`src/rtl/dbrf_pkg.sv`:
```
package dbrf_pkg;
  typedef enum logic [1:0] {
    FN_DEC  = 2'b00,
    FN_INC  = 2'b01,
    FN_LOAD = 2'b10,
    FN_CLR  = 2'b11
  } fn_e;
endpackage

```
`src/rtl/dbrf_cell.sv`:
```
module dbrf_cell
  import dbrf_pkg::*;
#(
  parameter int W = 8
) (
  input  logic         clk_i,
  input  logic         rst_ni,
  input  logic         en_i,
  input  fn_e          fun_i,
  input  logic [W-1:0] d_i,
  output logic [W-1:0] q_o
);
  logic [W-1:0] q_q;

  always_ff @(posedge clk_i or negedge rst_ni) begin
    if (!rst_ni) q_q <= '0;
    else if (en_i) begin
      unique case (fun_i)
        FN_DEC:  q_q <= q_q - W'(1);
        FN_INC:  q_q <= q_q + W'(1);
        FN_LOAD: q_q <= d_i;
        FN_CLR:  q_q <= '0;
        default: q_q <= q_q;
      endcase
    end
  end

  assign q_o = q_q;

  AST_HOLD_OFF: assert property (@(posedge clk_i) disable iff (!rst_ni)
    !en_i |=> $stable(q_o));
  AST_LOAD_D: assert property (@(posedge clk_i) disable iff (!rst_ni)
    (en_i && fun_i == FN_LOAD) |=> q_o == $past(d_i));
  AST_INC_WRAP: assert property (@(posedge clk_i) disable iff (!rst_ni)
    (en_i && fun_i == FN_INC) |=> q_o == W'($past(q_o) + W'(1)));
  AST_DEC_WRAP: assert property (@(posedge clk_i) disable iff (!rst_ni)
    (en_i && fun_i == FN_DEC) |=> q_o == W'($past(q_o) - W'(1)));
  AST_CLR_ZERO: assert property (@(posedge clk_i) disable iff (!rst_ni)
    (en_i && fun_i == FN_CLR) |=> q_o == '0);
endmodule

```
`src/rtl/dbrf_mask_dec.sv`:
```
module dbrf_mask_dec #(
  parameter int N = 4
) (
  input  logic [N-1:0] mask_ni,
  output logic [N-1:0] en_o
);
  // highest mask bit enables register index 0
  for (genvar i = 0; i < N; i++) begin : g_bit
    assign en_o[i] = ~mask_ni[N-1-i];
  end

  always_comb begin
    AST_FULL_MASK: assert ((mask_ni != '1) || (en_o == '0));
  end
endmodule

```
`src/rtl/dbrf_read_mux.sv`:
```
module dbrf_read_mux #(
  parameter int W     = 8,
  parameter int N     = 4,
  parameter int SEL_W = 3
) (
  input  logic [N-1:0][W-1:0] gp_i,
  input  logic [N-1:0][W-1:0] tp_i,
  input  logic [SEL_W-1:0]    sel_i,
  output logic [W-1:0]        rd_o
);
  localparam int IDX_W = SEL_W - 1;
  logic [IDX_W-1:0] idx;

  assign idx  = sel_i[IDX_W-1:0];
  assign rd_o = sel_i[SEL_W-1] ? tp_i[idx] : gp_i[idx];
endmodule

```
`src/rtl/dbrf_top.sv`:
```
module dbrf_top
  import dbrf_pkg::*;
#(
  parameter int DATA_W = 8,
  parameter int BANK_N = 4,
  parameter int SEL_W  = $clog2(2 * BANK_N)
) (
  input  logic              clk_i,
  input  logic              rst_ni,
  input  logic [1:0]        fun_i,
  input  logic [DATA_W-1:0] data_i,
  input  logic [BANK_N-1:0] gp_mask_ni,
  input  logic [BANK_N-1:0] tp_mask_ni,
  input  logic [SEL_W-1:0]  rd_a_sel_i,
  input  logic [SEL_W-1:0]  rd_b_sel_i,
  output logic [DATA_W-1:0] rd_a_o,
  output logic [DATA_W-1:0] rd_b_o
);
  fn_e fun;
  logic [BANK_N-1:0] gp_en, tp_en;
  logic [BANK_N-1:0][DATA_W-1:0] gp_q, tp_q;

  assign fun = fn_e'(fun_i);

  dbrf_mask_dec #(.N(BANK_N)) u_gp_dec (.mask_ni(gp_mask_ni), .en_o(gp_en));
  dbrf_mask_dec #(.N(BANK_N)) u_tp_dec (.mask_ni(tp_mask_ni), .en_o(tp_en));

  for (genvar i = 0; i < BANK_N; i++) begin : g_reg
    dbrf_cell #(.W(DATA_W)) u_gp (
      .clk_i(clk_i), .rst_ni(rst_ni), .en_i(gp_en[i]), .fun_i(fun),
      .d_i(data_i), .q_o(gp_q[i]));
    dbrf_cell #(.W(DATA_W)) u_tp (
      .clk_i(clk_i), .rst_ni(rst_ni), .en_i(tp_en[i]), .fun_i(fun),
      .d_i(data_i), .q_o(tp_q[i]));
  end

  dbrf_read_mux #(.W(DATA_W), .N(BANK_N), .SEL_W(SEL_W)) u_rd_a (
    .gp_i(gp_q), .tp_i(tp_q), .sel_i(rd_a_sel_i), .rd_o(rd_a_o));
  dbrf_read_mux #(.W(DATA_W), .N(BANK_N), .SEL_W(SEL_W)) u_rd_b (
    .gp_i(gp_q), .tp_i(tp_q), .sel_i(rd_b_sel_i), .rd_o(rd_b_o));

  AST_SAME_SEL: assert property (@(posedge clk_i) disable iff (!rst_ni)
    (rd_a_sel_i == rd_b_sel_i) |-> rd_a_o == rd_b_o);
  AST_GP_CLOSED: assert property (@(posedge clk_i) disable iff (!rst_ni)
    (gp_mask_ni == '1) |=> $stable(gp_q));
endmodule

```
`config.mk`:
```
export PLATFORM = sky130hd
export DESIGN_NAME = dbrf_top
export DESIGN_NICKNAME = d
export VERILOG_FILES = /design/src/rtl/dbrf_pkg.sv /design/src/rtl/dbrf_cell.sv /design/src/rtl/dbrf_mask_dec.sv /design/src/rtl/dbrf_read_mux.sv /design/src/rtl/dbrf_top.sv
export SDC_FILE = /design/constraint.sdc
export NUM_CORES = 1
export LEC_CHECK = 0
export BUFFER_PORTS_ARGS = -buffer_cell sky130_fd_sc_hd__buf_4
export CORE_MARGIN = 2
export CORE_UTILIZATION = 40
export CTS_CLUSTER_SIZE = 12
export DETAILED_ROUTE_END_ITERATION = 10
export GPL_TIMING_DRIVEN = 0
export SYNTH_ARGS = -nofsm -noshare
export SYNTH_HDL_FRONTEND = slang
export SYNTH_HIERARCHICAL = 1
export SYNTH_SLANG_ARGS = --single-unit
```
`constraint.sdc`:
```
create_clock -name clk_i -period 2.55 [get_ports clk_i]
set_input_delay 0.51 -clock clk_i [delete_from_list [all_inputs] [get_ports clk_i]]
set_output_delay 0.51 -clock clk_i [all_outputs]
set_load 0.005 [all_outputs]
```
==> flow_metrics.tcl, run 1 <==
set metrics [dict create \
    cp_max_fo 10 \
    port_buf_inserts 35 \
    layout.cells.most_common "nor2_1" \
    critical-path-max-stage-delay_ns 0.36 \
    layout_cells_sized_above_1_pct 13.76 \
    antenna_diode_count 0 \
    global_route.peak_usage_layer "met2" \
    grt-ovfl-total 0 \
    detailedPlace.worstSlack_ns -0.05232 \
    synth-compound-area-share_pct 22.61 \
    synth.yosys.seq_area_share_pct 24.28 \
    fillerInstances 1560 \
    worst_slew_pin_slew_ns 0.8996 \
    die_height_um 132.4 \
    tritoncts_num_sinks 64 \
    ctsRootBufferMaster "clkbuf_16" \
    crit_path_end_kind "output pin" \
    post_synth_net_total 788 \
    cts.htree.levels 3 \
    power.share.switching_pct 40.32 \
    drtIter0Drc 463 \
    synth_mux_area_share_pct 17.94 \
    num-nets-final 834 \
    design.die.area_um2 17530 \
    p_per_area_nw_per_um2 814.2 \
    finalCritPeriodShare_pct 97.04 \
    finalNonFillerCells 972 \
    fin_tns_setup_ns 0 \
    crit_path_cell_trace "clkbuf_1 -> buf_2 -> mux4_1 -> mux2_2 -> buf_4" \
    ys_ff_latch 64 \
    core-area_um2 16000 \
    synth_simple_gate_area_share_pct 13.81 \
    drc 0 \
    synth.lib_cells_used.distinct 34 \
    maximum_number_of_pins_on_one_net_before_global_route_repair 65 \
    drv.max_cap_violation_count 0 \
    vias 5818 \
    routed_wirelength_mm 19.64 \
    top_level_ports 42 \
    startpoint_class "input pin" \
    r2r_cells 6 \
    clock_period_minus_final_worst_setup_slack_ns 2.474 \
    wire_length_of_the_first_global_routing_pass_mm 30.64 \
    synth_enable_flop_cells 0 \
    cellLeakagePower_uw 0.003090 \
    wl_per_cell_um 20.21 \
    detailedRoute.firstPassIterationCount 5 \
    timing.final.setup_violations 0 \
    synth_top_family_by_area "compound AO/OA/AOI/OAI gates" \
    mostFrequentLayoutCells "96 x nor2_1, 72 x a21oi_1, 64 x dfrtp_1, 48 x ha_1, 39 x o21ai_0" \
    timing.reg2reg.setup_slack_ns 0.64 \
    initial_core_util_pct 41.23 \
    tritoncts "done" \
    design_power_total_uw 6026 \
    postSynth.topFlopCell "dfrtp_1" \
    finalHoldViolCount 0 \
    synthAdderAreaFrac_pct 11.53 \
    status "finished, final reports clean" \
    width_of_the_die_um 132.4 \
    cts_hold_buffers 0 \
    r2r-end "g_reg[3].u_tp/q_o[4]$_DFFE_PN0P_" \
    rsz0062_at_grt "no" \
    sequential_cell_area_um2 1602 \
    finalClockSkew_ns 0.004995 \
    register_clock_pin_slew_on_the_reported_worst_setup_and_hold_paths_ns 0.06 \
    pwr-share-clk_pct 19.4 \
    synthesis.area_um2 6596 \
    hold_class "input pin to async pin" \
    synthesized_area_per_cell_um2 9.343 \
    numCtsBuffers 9 \
    cts.path.max_buffers 2 \
    synth.yosys.warnings 6 \
    clkLatencyLatePin_ns 0.34 \
    globalRouteTotalUtil_pct 22.53 \
    final.setup.worst_slack_ns 0.07560 \
    placedCellCount 957 \
    first_global_vias 5497 \
    floorplan.rows 46 \
    intPower_uw 3596 \
    grt_util_met3_pct 3.448 \
    antenna_found_initial 0 \
    rr_startpoint "g_reg[3].u_tp/q_o[0]$_DFFE_PN0P_" \
    met1_track_usage_gr_pct 30.92 \
    combinational_power_share_pct 51.8 \
    timing_max_transition_violations_final 0 \
    timing.critical_path.arrival_ns 1.96 \
    clock.fmax_mhz 404.1 \
    gpl.final_weighted_congestion 0.8580 \
    multi_input_comb_area_um2 4629 \
    synth-xor-area-share_pct 4.249 \
    detailed_place_hpwl_mm 14.20 \
    power.net_switching_uw 2430 \
    async_set_or_reset_register_ratio_after_synthesis_pct 100.0 \
    critical_path.slowest_cell "mux4_1" \
    detail-route-antenna-nets 0 \
    area.growth.synth_to_final_pct 12.20 \
    gr_met2_demand_resource_pct 35.55 \
    worst_slew_margin_relative_to_its_limit_pct 40.03 \
    power.ir.vdd_worst_v 0.0003820 \
    crit_required_ns 2.04 \
    synth_cells 706 \
    sequentialPowerShare_pct 28.9 \
    avgViaCountPerCell 5.986 \
    critical_path_class "input pin to output pin" \
]
-- through the flow --
step	hold WS, ns	util, %	cell area (um^2)
after floorplan	0.2144	-	6596
after global placement	0.5584	44.56	7129
after CTS	0.3267	46.23	7397
after global routing	0.3629	46.25	7401
final	0.2840	46.25	7401
after detailed placement	0.5545	44.56	7129
-- state kept, by name (all words and copies together), names as in the netlist --
register / count
g.u_gp/q_o: 32
g.u_tp/q_o: 32
-- kinds of logic after synthesis --
group / after synthesis
AOI/OAI and AO/OA: 232
and+or+nand+nor: 192
buffers and inverters: 66
muxes: 64
DFF: 64
adders and majority gates: 56
xor gates and xnor gates: 32
-- final cells by class --
| type | count | share of cell area (%) |
|---|---|---|
| flip-flops and latches | 64 | 21.64 |
| plain buffers | 42 | 3.770 |
| well taps | 216 | 3.652 |
| inverters | 24 | 1.217 |
| clock buffers | 15 | 3.618 |
| repair buffers | 35 | 3.550 |
| multi-input cells | 576 | 62.55 |
-- power by group through the flow --
stage / sequential [uW] / combinational, uW / clock (uW)
floorplan: 1530 / 2400 / 0
global placement: 1720 / 2990 / 0
detailed placement: 1740 / 3080 / 0
CTS: 1730 / 3100 / 1200
global route: 1780 / 3450 / 1230
finish: 1740 / 3120 / 1170
-- worst max-delay path: cells and delay by family --
kind | cells | cell delay, ns
buffers and inverters | 3 | 0.77
multiplexers | 2 | 0.68
-- cell usage after synthesis (8+ instances only) --
cell,n,share of area (%)
a2111oi_0,8,1.1
a211oi_1,8,0.91
a21o_1,24,2.7
a21oi_1,72,5.5
a21oi_2,8,1.1
a2bb2oi_1,16,2.1
a41oi_1,8,1.1
and3_1,8,0.76
buf_2,10,0.76
buf_6,10,1.7
clkbuf_1,18,1.0
dfrtp_1,64,24
fa_1,8,2.4
ha_1,48,9.1
inv_1,24,1.4
mux2_2,24,4.1
mux2i_1,8,1.2
mux4_1,30,12
nand2_1,24,1.4
nand2b_1,8,0.76
nand3_1,16,1.2
nand3b_1,8,0.91
nor2_1,96,5.5
nor2b_1,24,2.3
nor4b_1,8,1.1
o211ai_1,24,2.7
o21a_1,16,1.8
o21ai_0,39,3.0
o21ai_1,9,0.68
xnor2_1,24,3.2
xor2_1,8,1.1
-- layer usage --
metal / share of wire (%) / wire (um)
met5: 0 / 0
met4: 3.2 / 619
met3: 4.7 / 926
met2: 46 / 9097
met1: 46 / 8998
-- worst max path at each step --
stage	from	cells after the start	to
global route	rd_b_sel_i[2]	5	rd_b_o[2]
global placement	fun_i[0]	8	g_reg[2].u_tp/q_o[4]$_DFFE_PN0P_
detailed placement	fun_i[0]	8	g_reg[2].u_tp/q_o[7]$_DFFE_PN0P_
floorplan	rd_a_sel_i[0]	4	rd_a_o[1]
finish	rd_b_sel_i[2]	5	rd_b_o[2]
CTS	rd_a_sel_i[2]	5	rd_a_o[2]
-- timing repair --
action / CTS / global route
setup endpoints to repair: 0 / 2
buffers inserted: 0 / 0
resized for setup: 0 / 3
Note: power is estimated with default switching activity, not from simulation.
==> run 2: changes to the inputs <==
--- a/config.mk
+++ b/config.mk
@@ -11,6 +11,7 @@
 export CTS_CLUSTER_SIZE = 12
 export DETAILED_ROUTE_END_ITERATION = 10
 export GPL_TIMING_DRIVEN = 0
+export RECOVER_POWER = 100
 export SYNTH_ARGS = -nofsm -noshare
 export SYNTH_HDL_FRONTEND = slang
 export SYNTH_HIERARCHICAL = 1
==> flow_metrics.tcl, run 2 (synthesized netlist as in run 1, its figures left out) <==
set metrics [dict create \
    drtIter0Drc 446 \
    r2r-end "g_reg[3].u_tp/q_o[4]$_DFFE_PN0P_" \
    cts.path.max_buffers 2 \
    finalNonFillerCells 972 \
    fin_tns_setup_ns 0 \
    vias 5812 \
    clock_period_minus_final_worst_setup_slack_ns 2.502 \
    detail-route-antenna-nets 0 \
    drv.max_cap_violation_count 1 \
    maximum_number_of_pins_on_one_net_before_global_route_repair 65 \
    mostFrequentLayoutCells "96 x nor2_1, 80 x a21oi_1, 64 x dfrtp_1, 48 x ha_1, 47 x o21ai_0" \
    crit_path_end_kind "output pin" \
    hold_class "flip-flop to flip-flop" \
    crit_path_cell_trace "clkbuf_1 -> buf_2 -> mux4_1 -> mux2_1 -> buf_4" \
    cts.htree.levels 3 \
    tritoncts_num_sinks 64 \
    finalCritPeriodShare_pct 98.11 \
    finalClockSkew_ns 0.004179 \
    violations "capacitance limit, slew limit" \
    drc 0 \
    avgViaCountPerCell 5.979 \
    area.growth.synth_to_final_pct 11.70 \
    initial_core_util_pct 41.23 \
    wire_length_of_the_first_global_routing_pass_mm 30.64 \
    antenna_found_initial 0 \
    timing_max_transition_violations_final 65 \
    cts_hold_buffers 0 \
    crit_required_ns 2.04 \
    wl_per_cell_um 20.18 \
    min-delay-start "g_reg[1].u_gp/q_o[5]$_DFFE_PN0P_" \
    holdPathEnd "g_reg[1].u_gp/q_o[5]$_DFFE_PN0P_" \
    detailed_place_hpwl_mm 14.20 \
    timing.hold.worst_path_depth 1 \
    placedCellCount 957 \
    clkLatencyLatePin_ns 0.34 \
    top_level_ports 42 \
    timing.reg2reg.setup_slack_ns 0.55 \
    detailedPlace.worstSlack_ns -0.05232 \
    cellLeakagePower_uw 0.003087 \
    numCtsBuffers 9 \
    routed_wirelength_mm 19.62 \
    register_clock_pin_slew_on_the_reported_worst_setup_and_hold_paths_ns 0.05 \
    core-area_um2 16000 \
    r2r_cells 6 \
    rr_startpoint "g_reg[3].u_tp/q_o[0]$_DFFE_PN0P_" \
    critical_path_class "input pin to output pin" \
    design_power_total_uw 5947 \
    width_of_the_die_um 132.4 \
    finalHoldViolCount 0 \
    hold_ws_ns 0.5714 \
    timing.final.setup_violations 0 \
    ctsRootBufferMaster "clkbuf_16" \
    worst_slew_margin_relative_to_its_limit_pct -18.14 \
    design.die.area_um2 17530 \
    layout_cells_sized_above_1_pct 11.38 \
    layout.cells.most_common "nor2_1" \
    cp_max_fo 10 \
    tritoncts "done" \
    startpoint_class "input pin" \
    timing.critical_path.arrival_ns 1.99 \
    final.setup.worst_slack_ns 0.04808 \
    port_buf_inserts 35 \
    status "finished, violations left" \
    clock.fmax_mhz 399.7 \
    first_global_vias 5497 \
    num-nets-final 834 \
    detailedRoute.firstPassIterationCount 5 \
    antenna_diode_count 0 \
    fillerInstances 1569 \
    rsz0062_at_grt "no" \
    worst_slew_pin_slew_ns 1.772 \
    power.ir.vdd_worst_v 0.0003775 \
    grt-ovfl-total 0 \
    critical-path-max-stage-delay_ns 0.37 \
    die_height_um 132.4 \
    globalRouteTotalUtil_pct 22.53 \
    p_per_area_nw_per_um2 807.1 \
    critical_path.slowest_cell "mux2_1" \
    gpl.final_weighted_congestion 0.8580 \
    floorplan.rows 46 \
]
==> run 2: worst max path at each step <==
stage,start,cells after the start,to,slack [ns]
after CTS,rd_a_sel_i[2],5,rd_a_o[2],0.07
after floorplan,rd_a_sel_i[0],4,rd_a_o[1],0.49
after global placement,fun_i[0],8,g_reg[2].u_tp/q_o[4]$_DFFE_PN0P_,0.003
after global routing,rd_b_sel_i[2],5,rd_b_o[6],0.02
final,rd_b_sel_i[2],5,rd_b_o[6],0.05
after detailed placement,fun_i[0],8,g_reg[2].u_tp/q_o[7]$_DFFE_PN0P_,-0.05
==> run 2: final cells by class <==
class,instances,area [um^2],area share (%)
buffer,42,279.0,3.787
clock buffer,15,267.8,3.634
inverter,24,90.09,1.223
multi-input combinational,576,4599,62.42
sequential,64,1602,21.74
tap,216,270.3,3.668
timing repair buffer,35,260.3,3.532
==> run 2: stage by stage <==
step | util [%] | instance area (um^2)
final | 46.05 | 7368
after global routing | 46.05 | 7368
after CTS | 46.23 | 7397
after detailed placement | 44.56 | 7129
after global placement | 44.56 | 7129
after floorplan | - | 6596
==> run 2: power by group <==
group / switching (uW) / total (uW) / internal (uW)
registers: 435 / 1730 / 1300
clock network: 455 / 1160 / 707
logic: 1500 / 3050 / 1550
==> run 2: what timing repair did <==
| item | CTS | global route |
|---|---|---|
| setup endpoints to repair | 0 | 2 |
| resized for setup | 0 | 3 |
| buffers inserted | 0 | 0 |
==> run 2: metal layers <==
| layer | track usage, % | part of all wire, % |
|---|---|---|
| met1 | 30.92 | 45 |
| met2 | 35.55 | 46 |
| met3 | 3.448 | 5.7 |
| met4 | 9.498 | 3.2 |
| met5 | 0 | 0 |
==> run 2: worst max-delay path, delay by kind of cell <==
kind	cells	cell delay, ns
buffers and inverters	3	0.78
multiplexers	2	0.70
